$ cat src/rtl/nt_cache_pkg.sv
package nt_cache_pkg;

  typedef enum logic [1:0] {
    KIND_LOAD  = 2'd0,
    KIND_PF    = 2'd1,
    KIND_PF_NT = 2'd2,
    KIND_RSVD  = 2'd3
  } req_kind_e;

  typedef enum logic [1:0] {
    OP_NONE  = 2'd0,
    OP_TOUCH = 2'd1,
    OP_FILL  = 2'd2,
    OP_DROP  = 2'd3
  } tag_op_e;

  typedef enum logic [1:0] {
    ST_IDLE = 2'd0,
    ST_LOOK = 2'd1,
    ST_MREQ = 2'd2,
    ST_WAIT = 2'd3
  } ctl_state_e;

  localparam int NUM_EVT = 4;
  localparam int EVT_L1_HIT  = 0;
  localparam int EVT_L1_MISS = 1;
  localparam int EVT_L2_HIT  = 2;
  localparam int EVT_L2_MISS = 3;

endpackage

$ cat src/rtl/nt_lru_tags.sv
module nt_lru_tags
  import nt_cache_pkg::*;
#(
  parameter int WAYS  = 4,
  parameter int TAG_W = 16,
  localparam int IDX_W = (WAYS > 1) ? $clog2(WAYS) : 1
) (
  input  logic             clk_i,
  input  logic             rst_ni,
  input  logic [TAG_W-1:0] lk_tag_i,
  output logic             hit_o,
  output logic [IDX_W-1:0] hit_way_o,
  output logic             vic_valid_o,
  output logic [IDX_W-1:0] vic_way_o,
  output logic [TAG_W-1:0] vic_tag_o,
  output logic             vic_nt_o,
  input  tag_op_e          op_i,
  input  logic [IDX_W-1:0] op_way_i,
  input  logic [TAG_W-1:0] op_tag_i,
  input  logic             op_nt_i
);

  localparam logic [IDX_W-1:0] AGE_MAX = IDX_W'(WAYS - 1);

  logic             valid_q [WAYS];
  logic             nt_q    [WAYS];
  logic [TAG_W-1:0] tag_q   [WAYS];
  logic [IDX_W-1:0] age_q   [WAYS];

  logic [WAYS-1:0]  hit_vec;
  logic [IDX_W-1:0] tgt_age;
  logic             free_found;

  always_comb begin
    hit_way_o = '0;
    for (int w = 0; w < WAYS; w++) begin
      hit_vec[w] = valid_q[w] && (tag_q[w] == lk_tag_i);
      if (hit_vec[w]) hit_way_o = IDX_W'(w);
    end
    hit_o = |hit_vec;
  end

  // empty ways first, then the oldest
  always_comb begin
    free_found = 1'b0;
    vic_way_o  = '0;
    for (int w = 0; w < WAYS; w++) begin
      if (!valid_q[w] && !free_found) begin
        vic_way_o  = IDX_W'(w);
        free_found = 1'b1;
      end
    end
    if (!free_found) begin
      for (int w = 0; w < WAYS; w++) begin
        if (age_q[w] == AGE_MAX) vic_way_o = IDX_W'(w);
      end
    end
    vic_valid_o = valid_q[vic_way_o];
    vic_tag_o   = tag_q[vic_way_o];
    vic_nt_o    = nt_q[vic_way_o];
  end

  assign tgt_age = age_q[op_way_i];

  for (genvar w = 0; w < WAYS; w++) begin : g_way
    logic is_tgt;
    assign is_tgt = (op_way_i == IDX_W'(w));

    always_ff @(posedge clk_i or negedge rst_ni) begin
      if (!rst_ni) begin
        valid_q[w] <= 1'b0;
        nt_q[w]    <= 1'b0;
        tag_q[w]   <= '0;
        age_q[w]   <= IDX_W'(w);
      end else begin
        unique case (op_i)
          OP_TOUCH, OP_FILL: begin
            if (is_tgt) begin
              age_q[w] <= '0;
              if (op_i == OP_FILL) begin
                valid_q[w] <= 1'b1;
                tag_q[w]   <= op_tag_i;
                nt_q[w]    <= op_nt_i;
              end
            end else if (age_q[w] < tgt_age) begin
              age_q[w] <= age_q[w] + 1'b1;
            end
          end
          OP_DROP: begin
            if (is_tgt) begin
              age_q[w]   <= AGE_MAX;
              valid_q[w] <= 1'b0;
              nt_q[w]    <= 1'b0;
            end else if (age_q[w] > tgt_age) begin
              age_q[w] <= age_q[w] - 1'b1;
            end
          end
          default: ;
        endcase
      end
    end
  end

  logic [WAYS-1:0] age_seen;
  always_comb begin
    age_seen = '0;
    for (int w = 0; w < WAYS; w++) age_seen[age_q[w]] = 1'b1;
  end

  AST_TAG_UNIQUE: assert property (@(posedge clk_i) disable iff (!rst_ni)
    $onehot0(hit_vec));
  AST_AGE_PERM: assert property (@(posedge clk_i) disable iff (!rst_ni)
    age_seen == {WAYS{1'b1}});
  AST_FILL_VALID: assert property (@(posedge clk_i) disable iff (!rst_ni)
    (op_i == OP_FILL) |=> hit_o || (lk_tag_i != $past(op_tag_i)) || !$stable(lk_tag_i));

endmodule

$ cat src/rtl/nt_evt_cnt.sv
module nt_evt_cnt #(
  parameter int N     = 4,
  parameter int CNT_W = 16
) (
  input  logic             clk_i,
  input  logic             rst_ni,
  input  logic [N-1:0]     inc_i,
  output logic [CNT_W-1:0] cnt_o [N]
);

  for (genvar k = 0; k < N; k++) begin : g_cnt
    logic [CNT_W-1:0] cnt_q;
    always_ff @(posedge clk_i or negedge rst_ni) begin
      if (!rst_ni)       cnt_q <= '0;
      else if (inc_i[k]) cnt_q <= cnt_q + 1'b1;
    end
    assign cnt_o[k] = cnt_q;
  end

endmodule

$ cat src/rtl/nt_ctl.sv
module nt_ctl
  import nt_cache_pkg::*;
#(
  parameter int ADDR_W  = 16,
  parameter int L1_IDXW = 2,
  parameter int L2_IDXW = 4
) (
  input  logic               clk_i,
  input  logic               rst_ni,
  input  logic               req_valid_i,
  output logic               req_ready_o,
  input  logic [ADDR_W-1:0]  req_addr_i,
  input  logic [1:0]         req_kind_i,
  output logic               rsp_valid_o,
  output logic               rsp_l1_hit_o,
  output logic               rsp_l2_hit_o,
  output logic               mem_req_o,
  output logic [ADDR_W-1:0]  mem_addr_o,
  input  logic               mem_rsp_i,
  output logic [ADDR_W-1:0]  lk_tag_o,
  input  logic               l1_hit_i,
  input  logic [L1_IDXW-1:0] l1_hit_way_i,
  input  logic               l1_vic_valid_i,
  input  logic [L1_IDXW-1:0] l1_vic_way_i,
  input  logic [ADDR_W-1:0]  l1_vic_tag_i,
  input  logic               l1_vic_nt_i,
  output tag_op_e            l1_op_o,
  output logic [L1_IDXW-1:0] l1_op_way_o,
  output logic               l1_op_nt_o,
  input  logic               l2_hit_i,
  input  logic [L2_IDXW-1:0] l2_hit_way_i,
  input  logic               l2_vic_valid_i,
  input  logic [L2_IDXW-1:0] l2_vic_way_i,
  input  logic [ADDR_W-1:0]  l2_vic_tag_i,
  input  logic               l2_vic_nt_i,
  output tag_op_e            l2_op_o,
  output logic [L2_IDXW-1:0] l2_op_way_o,
  output logic [ADDR_W-1:0]  l2_op_tag_o,
  output logic [NUM_EVT-1:0] evt_o
);

  ctl_state_e        state_q, state_d;
  logic [ADDR_W-1:0] addr_q;
  logic              nt_q;
  logic              rsp_v_d, rsp_l1_d, rsp_l2_d;
  logic              spill;

  assign req_ready_o = (state_q == ST_IDLE);
  assign mem_req_o   = (state_q == ST_MREQ);
  assign mem_addr_o  = addr_q;
  assign lk_tag_o    = addr_q;
  assign l1_op_nt_o  = nt_q;
  assign l2_op_tag_o = l1_vic_tag_i;
  // only unmarked, occupied victims go down a level
  assign spill       = l1_vic_valid_i && !l1_vic_nt_i;

  always_comb begin
    state_d     = state_q;
    rsp_v_d     = 1'b0;
    rsp_l1_d    = 1'b0;
    rsp_l2_d    = 1'b0;
    l1_op_o     = OP_NONE;
    l1_op_way_o = l1_vic_way_i;
    l2_op_o     = OP_NONE;
    l2_op_way_o = l2_vic_way_i;
    evt_o       = '0;
    unique case (state_q)
      ST_IDLE: if (req_valid_i) state_d = ST_LOOK;
      ST_LOOK: begin
        if (l1_hit_i) begin
          l1_op_o            = OP_TOUCH;
          l1_op_way_o        = l1_hit_way_i;
          evt_o[EVT_L1_HIT]  = 1'b1;
          rsp_v_d            = 1'b1;
          rsp_l1_d           = 1'b1;
          state_d            = ST_IDLE;
        end else if (l2_hit_i) begin
          evt_o[EVT_L1_MISS] = 1'b1;
          evt_o[EVT_L2_HIT]  = 1'b1;
          l1_op_o            = OP_FILL;
          l2_op_way_o        = l2_hit_way_i;
          l2_op_o            = spill ? OP_FILL : OP_DROP;
          rsp_v_d            = 1'b1;
          rsp_l2_d           = 1'b1;
          state_d            = ST_IDLE;
        end else begin
          evt_o[EVT_L1_MISS] = 1'b1;
          evt_o[EVT_L2_MISS] = 1'b1;
          state_d            = ST_MREQ;
        end
      end
      ST_MREQ: state_d = ST_WAIT;
      ST_WAIT: begin
        if (mem_rsp_i) begin
          l1_op_o = OP_FILL;
          if (spill) l2_op_o = OP_FILL;
          rsp_v_d = 1'b1;
          state_d = ST_IDLE;
        end
      end
      default: state_d = ST_IDLE;
    endcase
  end

  always_ff @(posedge clk_i or negedge rst_ni) begin
    if (!rst_ni) begin
      state_q      <= ST_IDLE;
      addr_q       <= '0;
      nt_q         <= 1'b0;
      rsp_valid_o  <= 1'b0;
      rsp_l1_hit_o <= 1'b0;
      rsp_l2_hit_o <= 1'b0;
    end else begin
      state_q      <= state_d;
      rsp_valid_o  <= rsp_v_d;
      rsp_l1_hit_o <= rsp_l1_d;
      rsp_l2_hit_o <= rsp_l2_d;
      if (req_valid_i && req_ready_o) begin
        addr_q <= req_addr_i;
        nt_q   <= (req_kind_i == KIND_PF_NT);
      end
    end
  end

  AST_RSP_WHEN_IDLE: assert property (@(posedge clk_i) disable iff (!rst_ni)
    rsp_valid_o |-> req_ready_o);
  AST_HOLD_WHILE_BUSY: assert property (@(posedge clk_i) disable iff (!rst_ni)
    !req_ready_o |=> $stable(addr_q));
  AST_HIT_FLAGS_EXCL: assert property (@(posedge clk_i) disable iff (!rst_ni)
    rsp_valid_o |-> !(rsp_l1_hit_o && rsp_l2_hit_o));
  AST_MEM_SINGLE_PULSE: assert property (@(posedge clk_i) disable iff (!rst_ni)
    mem_req_o |=> !mem_req_o && !rsp_valid_o);
  AST_MISS_NOT_IN_L2: assert property (@(posedge clk_i) disable iff (!rst_ni)
    (state_q == ST_WAIT && l2_vic_valid_i) |-> l2_vic_tag_i != addr_q);
  AST_L2_NO_MARK: assert property (@(posedge clk_i) disable iff (!rst_ni)
    l2_vic_valid_i |-> !l2_vic_nt_i);
  AST_NT_BYPASS: assert property (@(posedge clk_i) disable iff (!rst_ni)
    (l1_op_o == OP_FILL && l1_vic_valid_i && l1_vic_nt_i) |-> l2_op_o != OP_FILL);

endmodule

$ cat src/rtl/nt_cache_tags.sv
module nt_cache_tags
  import nt_cache_pkg::*;
#(
  parameter int ADDR_W   = 16,
  parameter int L1_WAYS  = 4,
  parameter int L2_WAYS  = 16,
  parameter int CNT_W    = 16
) (
  input  logic              clk_i,
  input  logic              rst_ni,
  input  logic              req_valid_i,
  output logic              req_ready_o,
  input  logic [ADDR_W-1:0] req_addr_i,
  input  logic [1:0]        req_kind_i,
  output logic              rsp_valid_o,
  output logic              rsp_l1_hit_o,
  output logic              rsp_l2_hit_o,
  output logic              mem_req_o,
  output logic [ADDR_W-1:0] mem_addr_o,
  input  logic              mem_rsp_i,
  output logic [CNT_W-1:0]  l1_hit_cnt_o,
  output logic [CNT_W-1:0]  l1_miss_cnt_o,
  output logic [CNT_W-1:0]  l2_hit_cnt_o,
  output logic [CNT_W-1:0]  l2_miss_cnt_o
);

  localparam int L1_IDXW = (L1_WAYS > 1) ? $clog2(L1_WAYS) : 1;
  localparam int L2_IDXW = (L2_WAYS > 1) ? $clog2(L2_WAYS) : 1;

  logic [ADDR_W-1:0]  lk_tag;
  logic               l1_hit, l1_vic_valid, l1_vic_nt, l1_op_nt;
  logic [L1_IDXW-1:0] l1_hit_way, l1_vic_way, l1_op_way;
  logic [ADDR_W-1:0]  l1_vic_tag;
  tag_op_e            l1_op;
  logic               l2_hit, l2_vic_valid, l2_vic_nt;
  logic [L2_IDXW-1:0] l2_hit_way, l2_vic_way, l2_op_way;
  logic [ADDR_W-1:0]  l2_vic_tag, l2_op_tag;
  tag_op_e            l2_op;
  logic [NUM_EVT-1:0] evt;
  logic [CNT_W-1:0]   cnt [NUM_EVT];

  nt_ctl #(.ADDR_W(ADDR_W), .L1_IDXW(L1_IDXW), .L2_IDXW(L2_IDXW)) u_ctl (
    .clk_i, .rst_ni,
    .req_valid_i, .req_ready_o, .req_addr_i, .req_kind_i,
    .rsp_valid_o, .rsp_l1_hit_o, .rsp_l2_hit_o,
    .mem_req_o, .mem_addr_o, .mem_rsp_i,
    .lk_tag_o       (lk_tag),
    .l1_hit_i       (l1_hit),
    .l1_hit_way_i   (l1_hit_way),
    .l1_vic_valid_i (l1_vic_valid),
    .l1_vic_way_i   (l1_vic_way),
    .l1_vic_tag_i   (l1_vic_tag),
    .l1_vic_nt_i    (l1_vic_nt),
    .l1_op_o        (l1_op),
    .l1_op_way_o    (l1_op_way),
    .l1_op_nt_o     (l1_op_nt),
    .l2_hit_i       (l2_hit),
    .l2_hit_way_i   (l2_hit_way),
    .l2_vic_valid_i (l2_vic_valid),
    .l2_vic_way_i   (l2_vic_way),
    .l2_vic_tag_i   (l2_vic_tag),
    .l2_vic_nt_i    (l2_vic_nt),
    .l2_op_o        (l2_op),
    .l2_op_way_o    (l2_op_way),
    .l2_op_tag_o    (l2_op_tag),
    .evt_o          (evt)
  );

  nt_lru_tags #(.WAYS(L1_WAYS), .TAG_W(ADDR_W)) u_l1 (
    .clk_i, .rst_ni,
    .lk_tag_i    (lk_tag),
    .hit_o       (l1_hit),
    .hit_way_o   (l1_hit_way),
    .vic_valid_o (l1_vic_valid),
    .vic_way_o   (l1_vic_way),
    .vic_tag_o   (l1_vic_tag),
    .vic_nt_o    (l1_vic_nt),
    .op_i        (l1_op),
    .op_way_i    (l1_op_way),
    .op_tag_i    (lk_tag),
    .op_nt_i     (l1_op_nt)
  );

  nt_lru_tags #(.WAYS(L2_WAYS), .TAG_W(ADDR_W)) u_l2 (
    .clk_i, .rst_ni,
    .lk_tag_i    (lk_tag),
    .hit_o       (l2_hit),
    .hit_way_o   (l2_hit_way),
    .vic_valid_o (l2_vic_valid),
    .vic_way_o   (l2_vic_way),
    .vic_tag_o   (l2_vic_tag),
    .vic_nt_o    (l2_vic_nt),
    .op_i        (l2_op),
    .op_way_i    (l2_op_way),
    .op_tag_i    (l2_op_tag),
    .op_nt_i     (1'b0)
  );

  nt_evt_cnt #(.N(NUM_EVT), .CNT_W(CNT_W)) u_cnt (
    .clk_i, .rst_ni,
    .inc_i (evt),
    .cnt_o (cnt)
  );

  assign l1_hit_cnt_o  = cnt[EVT_L1_HIT];
  assign l1_miss_cnt_o = cnt[EVT_L1_MISS];
  assign l2_hit_cnt_o  = cnt[EVT_L2_HIT];
  assign l2_miss_cnt_o = cnt[EVT_L2_MISS];

  AST_L2_ONLY_ON_L1_MISS: assert property (@(posedge clk_i) disable iff (!rst_ni)
    (l2_hit_cnt_o != $past(l2_hit_cnt_o)) |-> (l1_miss_cnt_o != $past(l1_miss_cnt_o)));

endmodule

$ cat config.mk
export PLATFORM = sky130hd
export DESIGN_NAME = nt_cache_tags
export DESIGN_NICKNAME = d
export VERILOG_FILES = /design/src/rtl/nt_cache_pkg.sv /design/src/rtl/nt_lru_tags.sv /design/src/rtl/nt_evt_cnt.sv /design/src/rtl/nt_ctl.sv /design/src/rtl/nt_cache_tags.sv
export SDC_FILE = /design/constraint.sdc
export NUM_CORES = 2
export LEC_CHECK = 0
export CAP_MARGIN = 25
export CORE_UTILIZATION = 30
export CTS_CLUSTER_DIAMETER = 50
export DETAILED_ROUTE_END_ITERATION = 10
export GPL_TIMING_DRIVEN = 0
export PLACE_DENSITY_LB_ADDON = 0.3
export SYNTH_ARGS = -nofsm -noshare
export SYNTH_HDL_FRONTEND = slang
export SYNTH_HIERARCHICAL = 1
export SYNTH_SLANG_ARGS = --single-unit
$ cat constraint.sdc
create_clock -name clk_i -period 9.67 [get_ports clk_i]
set_input_delay 1.934 -clock clk_i [delete_from_list [all_inputs] [get_ports clk_i]]
set_output_delay 1.934 -clock clk_i [all_outputs]
set_load 0.1 [all_outputs]
Word level (Yosys, flattened, before mapping) --
Cells that the tools add are included. W data, S select, Z words.
Operators by class: $add $sub $neg 44, order comparisons 43, equality and inequality tests 152, mux-type cells 295, bitwise operators 3, reduce and logical (&&, ||, !) cells 145
Operators with widths (count):
- $mux W4 | 114
- $eq A16 B16 Y1 | 20
- $pmux W4 S2 | 16
- $ne A3 B1 Y1 const B | 40
- $reduce_and A3 Y1 | 40
- $eq A4 B4 Y1 const B | 24
- $mux W1 | 84
- $ne A2 B1 Y1 const B | 42
- $mux W2 | 41
- $reduce_and A4 Y1 | 20
- $add A16 B1 Y16 const B | 4
- $add A4 B1 Y4 const B | 16
- $gt A4 B4 Y1 | 16
- $lt A4 B4 Y1 | 16
- $sub A4 B1 Y4 const B | 16
- $pmux W1 S2 | 25
- $logic_and A1 B1 Y1 | 40
- $logic_not A1 Y1 | 35
- $bmux W16 S2 | 1
- $mux W16 | 2
- $eq A2 B2 Y1 const B | 13
- $pmux W2 S2 | 6
- $bmux W4 S4 | 1
- $eq A4 B3 Y1 const B | 4
- 23 further kinds | 46
Word-level totals: flip-flop bits (word level) 502, input bits 22, output and inout port bits 85, logic and storage cells 756

Depth between registers and ports, before layout --
depth in word-level cells 73, mapped depth 27

Hierarchy --
Netlist, hierarchy kept.
By module, submodules not included:
- nt_lru_tags at u_l2 | times used 1, cells an instance 2302, area an instance 23337.4 µm², seq. area each 8848.5 µm²
- nt_lru_tags at u_l1 | times used 1, cells an instance 417, area an instance 4921.0 µm², seq. area each 2006.9 µm²
- nt_evt_cnt | times used 1, cells an instance 222, area an instance 2753.9 µm², seq. area each 1601.5 µm²
- nt_ctl | times used 1, cells an instance 104, area an instance 1238.7 µm², seq. area each 550.5 µm²
- nt_cache_tags | times used 1, cells an instance 1, area an instance 3.8 µm², seq. area each 0.0 µm²

Worst setup path before layout --
Ideal clock, no wire load.
path kind reg-to-reg, start register u_ctl.addr_q[5], in the netlist u_ctl/lk_tag_o[5], end register u_l2/age_q[14] in the netlist's numbering, arrival time 6957 ps, slack 2635 ps, stages on the path, launching flop included 27, path buffers 4, period minus slack after synthesis 7035 ps, cell sequence dfrtp_1 -> clkbuf_1 -> clkbuf_1 -> xor2_1 -> nor4_1 -> nand4_1 -> nor4_1 -> nor4_1 -> nand4_1 -> nand4bb_1 -> inv_1 -> mux2_2 -> clkbuf_1 -> buf_1 -> mux4_2 -> mux4_2 -> inv_1 -> ha_1 -> nor2b_1 -> o21a_1 -> o21a_1 -> o21ai_0 -> o21ai_0 -> a21oi_1 -> o21ai_0 -> a22o_1 -> a31oi_1
On the way: elaborated cells between the ends (all ways) 81
RTL lines:
- start: declaration | line nt_ctl.sv:43 | logic [ADDR_W-1:0] addr_q;
- start signal: assignment | line nt_ctl.sv:119 | addr_q <= req_addr_i;
- $eq A16 B16 Y1 | line nt_lru_tags.sv:37 | hit_vec[w] = valid_q[w] && (tag_q[w] == lk_tag_i);
- $logic_and A1 B1 Y1 | line nt_lru_tags.sv:37
- $reduce_or A16 Y1 (*) | line nt_lru_tags.sv:40 | hit_o = |hit_vec;
- named net l2_hit | line nt_cache_tags.sv:35 | logic l2_hit, l2_vic_valid, l2_vic_nt;
- $mux W4 (*) | line nt_ctl.sv:77 | end else if (l2_hit_i) begin
- $mux W4 (*) | line nt_ctl.sv:70 | if (l1_hit_i) begin
- $mux W4 (*) | line nt_ctl.sv:67 | unique case (state_q)
- named net l2_op_way[0] | line nt_cache_tags.sv:36 | logic [L2_IDXW-1:0] l2_hit_way, l2_vic_way, l2_op_way;
- $not A4 Y5 (not written as such) | line nt_lru_tags.sv:63 | assign tgt_age = age_q[op_way_i];
- $bmux W4 S4 | line nt_lru_tags.sv:63
- $mux W4 (not written as such) (2 in series) | line nt_lru_tags.sv:63
- $gt A4 B4 Y1 or $lt A4 B4 Y1 (tied branches) | line nt_lru_tags.sv:94, nt_lru_tags.sv:85
- $ne A3 B1 Y1 (no line)
- $reduce_and A3 Y1 (no line)
- end signal: indexed assignment | line nt_lru_tags.sv:74 | age_q[w] <= IDX_W'(w);
- end signal: indexed assignment | line nt_lru_tags.sv:86 | age_q[w] <= age_q[w] + 1'b1;
- end signal: indexed assignment | line nt_lru_tags.sv:95 | age_q[w] <= age_q[w] - 1'b1;
- end: declaration | line nt_lru_tags.sv:28 | logic [IDX_W-1:0] age_q [WAYS];
Mark *: on every way through the listed nets, which the timed path passes. The rest lies on a longest branch. The select of a mux whose other input is x is not followed. A chain may end at the register's enable or synchronous reset.

Final worst setup path --
start register u_ctl.addr_q[6], in the netlist u_ctl/lk_tag_o[6], end register u_l2/age_q[58] in the netlist's numbering
The elaborated chain is that of the path after synthesis.

==> qor.yml <==
clocking:
  clk_pin_slew_ns: 0.05
  cts_sinks: 502
  clockBufferDepth: 3
  cts_max_level: 3
  postCtsSetupRepairBufs: 0
  clock_latency_ns: 0.63
  tritoncts: "yes"
  clock_tree.root_cell: "clkbuf_16"
  cts_buffers: 80
drt:
  wl_um: 91100
  drtPass1Iterations: 5
  final_antenna_net_count: 0
  route.met3.wl_um: 4650
  highest_layer: "met4"
  drc: 0
  avgViaCountPerCell: 5.21
  wl_met1_um: 41800
  drtIter0Drc: 1758
  vias: 22300
  dr_wl_met2_um: 42400
  wire_per_inst_um: 21.3
floorplanning:
  die_area_um2: 100000
  io-pin-count: 107
  rows: 114
  initial_core_util_pct: 30.5
  core_um2: 97300
  die_h_um: 316
  dieWidth_um: 316
place:
  placed_area_um2: 32600
  place.gp.congestion: 0.906
  io_buffers: 106
  place_ws_ns: -1.16
  place_inst: 4145
  place_hpwl_um: 62700
global_route:
  grt_usage_pct: 18.2
  grt_overflow: 0
  grt_pass1_wl_um: 139000
  grt_pass1_vias: 22100
  antenna_found_initial: 1
  grt_start_max_net_pins: 114
worst_setup_path:
  path_buf_inv: 6
  crit_cells: 26
  worst-setup-path-type: "reg -> reg"
  timing.rr.end: "u_l2/age_q[58]$_DFFE_PN0P_"
  rrSetupSlack_ns: 0.38
  crit_top_cell: "o21ai_0"
  r2r-start: "u_ctl/lk_tag_o[6]$_DFFE_PN0P_"
  cp.required_ns: 10.21
  worstRegToRegCells: 26
  worst_ep_arrival_time_ns: 9.83
  critPathMaxStageDelay_ns: 0.58
  crit_path_end_kind: "flop"
  path_delay_family: "buffers and inverters"
  critPathLaunch: "u_ctl/lk_tag_o[6]$_DFFE_PN0P_"
  crit_path_start_kind: "flop"
  critPathMaxFanout: 12
  critPathSlowestCell: "mux4_2"
min_path:
  hold_class: "reg -> reg"
  holdPathStages: 1
  min_from: "u_cnt/g_cnt[0].cnt_q[15]$_DFFE_PN0P_"
  hold_path_end: "u_cnt/g_cnt[0].cnt_q[15]$_DFFE_PN0P_"
synth:
  syn_nets: 2885
  netlist_instances: 2745
  ys.warnings.count: 6
  synth.avg_cell_area_um2: 10.8
  netlist_area_um2: 29600
sta:
  max_freq_mhz: 108
  slew_viol_final: 0
  setup_viol: 0
  hold_viol_final: 0
  max_slew_margin_pct: 23.1
  worst_slew_pin_slew_ns: 1.15
  layout_setup_ws_ns: 0.381
  clock_skew_ns: 0.0317
  layout_min_cycle_time_ns: 9.29
  timing.final.crit_share_pct: 96.1
  rsz0062_at_grt: "no"
power_and_ir_drop:
  p_leak_uw: 0.0155
  p_per_area_nw_per_um2: 309
  peakVddDrop_v: 0.000223
final_layout:
  finalNetCount: 3081
  fin_area_um2: 35500
  finalNonFillerCells: 4286
  syn2layout_area_growth_pct: 19.8
  drive_gt1_share_pct: 23.4
flow_run:
  drv_cap: 0
run_status:
  outcome: "completed"
-- cell usage in the layout, fill, tap and decap left out, types with 8 or more instances in the layout --
cell type / count
nor4_1: 50
dfstp_2: 36
buf_2: 23
and3_1: 27
xor2_1: 133
clkbuf_1: 102
clkinv_2: 14
dfrtp_1: 464
clkdlybuf4s50_1: 105
nor2b_1: 37
o21a_1: 50
a22o_1: 9
nand4_1: 107
nor2_1: 67
a31oi_1: 28
nor3_1: 26
bufinv_16: 9
inv_6: 10
mux2_2: 348
xnor2_1: 263
buf_8: 12
clkinvlp_4: 9
a21oi_1: 89
nand2_1: 182
o21ai_0: 160
mux2i_1: 11
o211ai_1: 10
o31ai_1: 23
clkbuf_2: 12
o22ai_1: 8
mux4_2: 34
ha_1: 118
clkbuf_16: 83
inv_1: 87
buf_4: 39
nand3_1: 58
or2_2: 9
nand2b_1: 14
-- registers in the layout, summed over array words and instances (netlist names), named ones only --
signal / cells
u_ctl/state_q: 1
u_ctl/rsp_valid_o: 1
u_cnt/g_cnt.cnt_q: 64
u_l1/tag_q: 64
u_ctl/lk_tag_o: 16
u_l2/tag_q: 256
u_ctl/l1_op_nt_o: 1
u_l1/nt_q: 4
u_ctl/rsp_l1_hit_o: 1
u_l2/age_q: 64
u_l1/age_q: 8
u_l2/valid_q: 16
u_l1/valid_q: 4
u_ctl/rsp_l2_hit_o: 1
-- power by group --
part	switching, uW	internal [uW]	leakage [uW]
logic	3050	1930	0.00753
clock network	1120	1870	0.00136
registers	539	2450	0.00660
total	4710	6250	0.0155
-- worst max path at each step --
| stage | slack [ns] | end |
|---|---|---|
| floorplan | 2.64 | u_l2/age_q[38]$_DFFE_PN1P_ |
| global placement | -17.46 | u_cnt/g_cnt[1].cnt_q[7]$_DFFE_PN0P_ |
| detailed placement | -1.16 | u_l2/age_q[38]$_DFFE_PN1P_ |
| CTS | 0.08 | u_l2/age_q[38]$_DFFE_PN1P_ |
| global route | 0.02 | u_l2/age_q[58]$_DFFE_PN0P_ |
| finish | 0.38 | u_l2/age_q[58]$_DFFE_PN0P_ |
-- area by class of cell --
cell class	count	area, um^2
inverters	88	334
multi-input cells	1966	15800
diodes	1	2.50
clock buffers	99	2190
plain buffers	178	921
well taps	1276	1600
clock inverters	51	616
fillers	9733	61800
repair buffers	125	1410
flip-flops and latches	502	12600
-- repair_timing --
item	CTS	global route
gates resized for setup	18	10
cloned	0	0
hold buffers	0	0
setup endpoints to repair	64	62
-- metal layers --
metal / vias to the layer above / global-route usage [%]
met3: 139 / 2.48
li1: 10200 / -
met5: - / 0
met1: 11300 / 25.4
met2: 651 / 29.4
met4: 0 / 5.58
-- worst reg2reg max path, cell delays in order (launching register included) --
cell and delay [ns]:
dfrtp_1 0.56, clkbuf_2 0.47, clkbuf_1 0.51, xor2_1 0.18, nor4_2 0.57, nand4_1 0.38, nor3_1 0.44, nor4_1 0.16
nand4_1 0.39, nand4bb_1 0.23, inv_1 0.44, mux2_2 0.49, clkdlybuf4s15_2 0.54, mux4_2 0.59, mux4_2 0.46, inv_1 0.45
buf_16 0.24, ha_1 0.26, nor2b_1 0.14, o21a_1 0.16, o21a_1 0.17, o21ai_0 0.14, o21ai_0 0.11, a21oi_1 0.55
o21ai_0 0.18, a22o_1 0.27, a31oi_1 0.13
-- stage by stage --
stage | power, uW | TNS, ns | util (%) | hold slack (ns)
floorplan | 6220 | 0 | - | 0.454
global placement | 7850 | -8549.94 | 33.2 | 0.464
detailed placement | 7970 | -52.06 | 33.5 | 0.466
CTS | 11000 | 0 | 36.4 | 0.477
global route | 11500 | 0 | 36.5 | 0.502
finish | 11000 | 0 | 36.5 | 0.475
No activity file was read; power rests on OpenSTA's default activity.
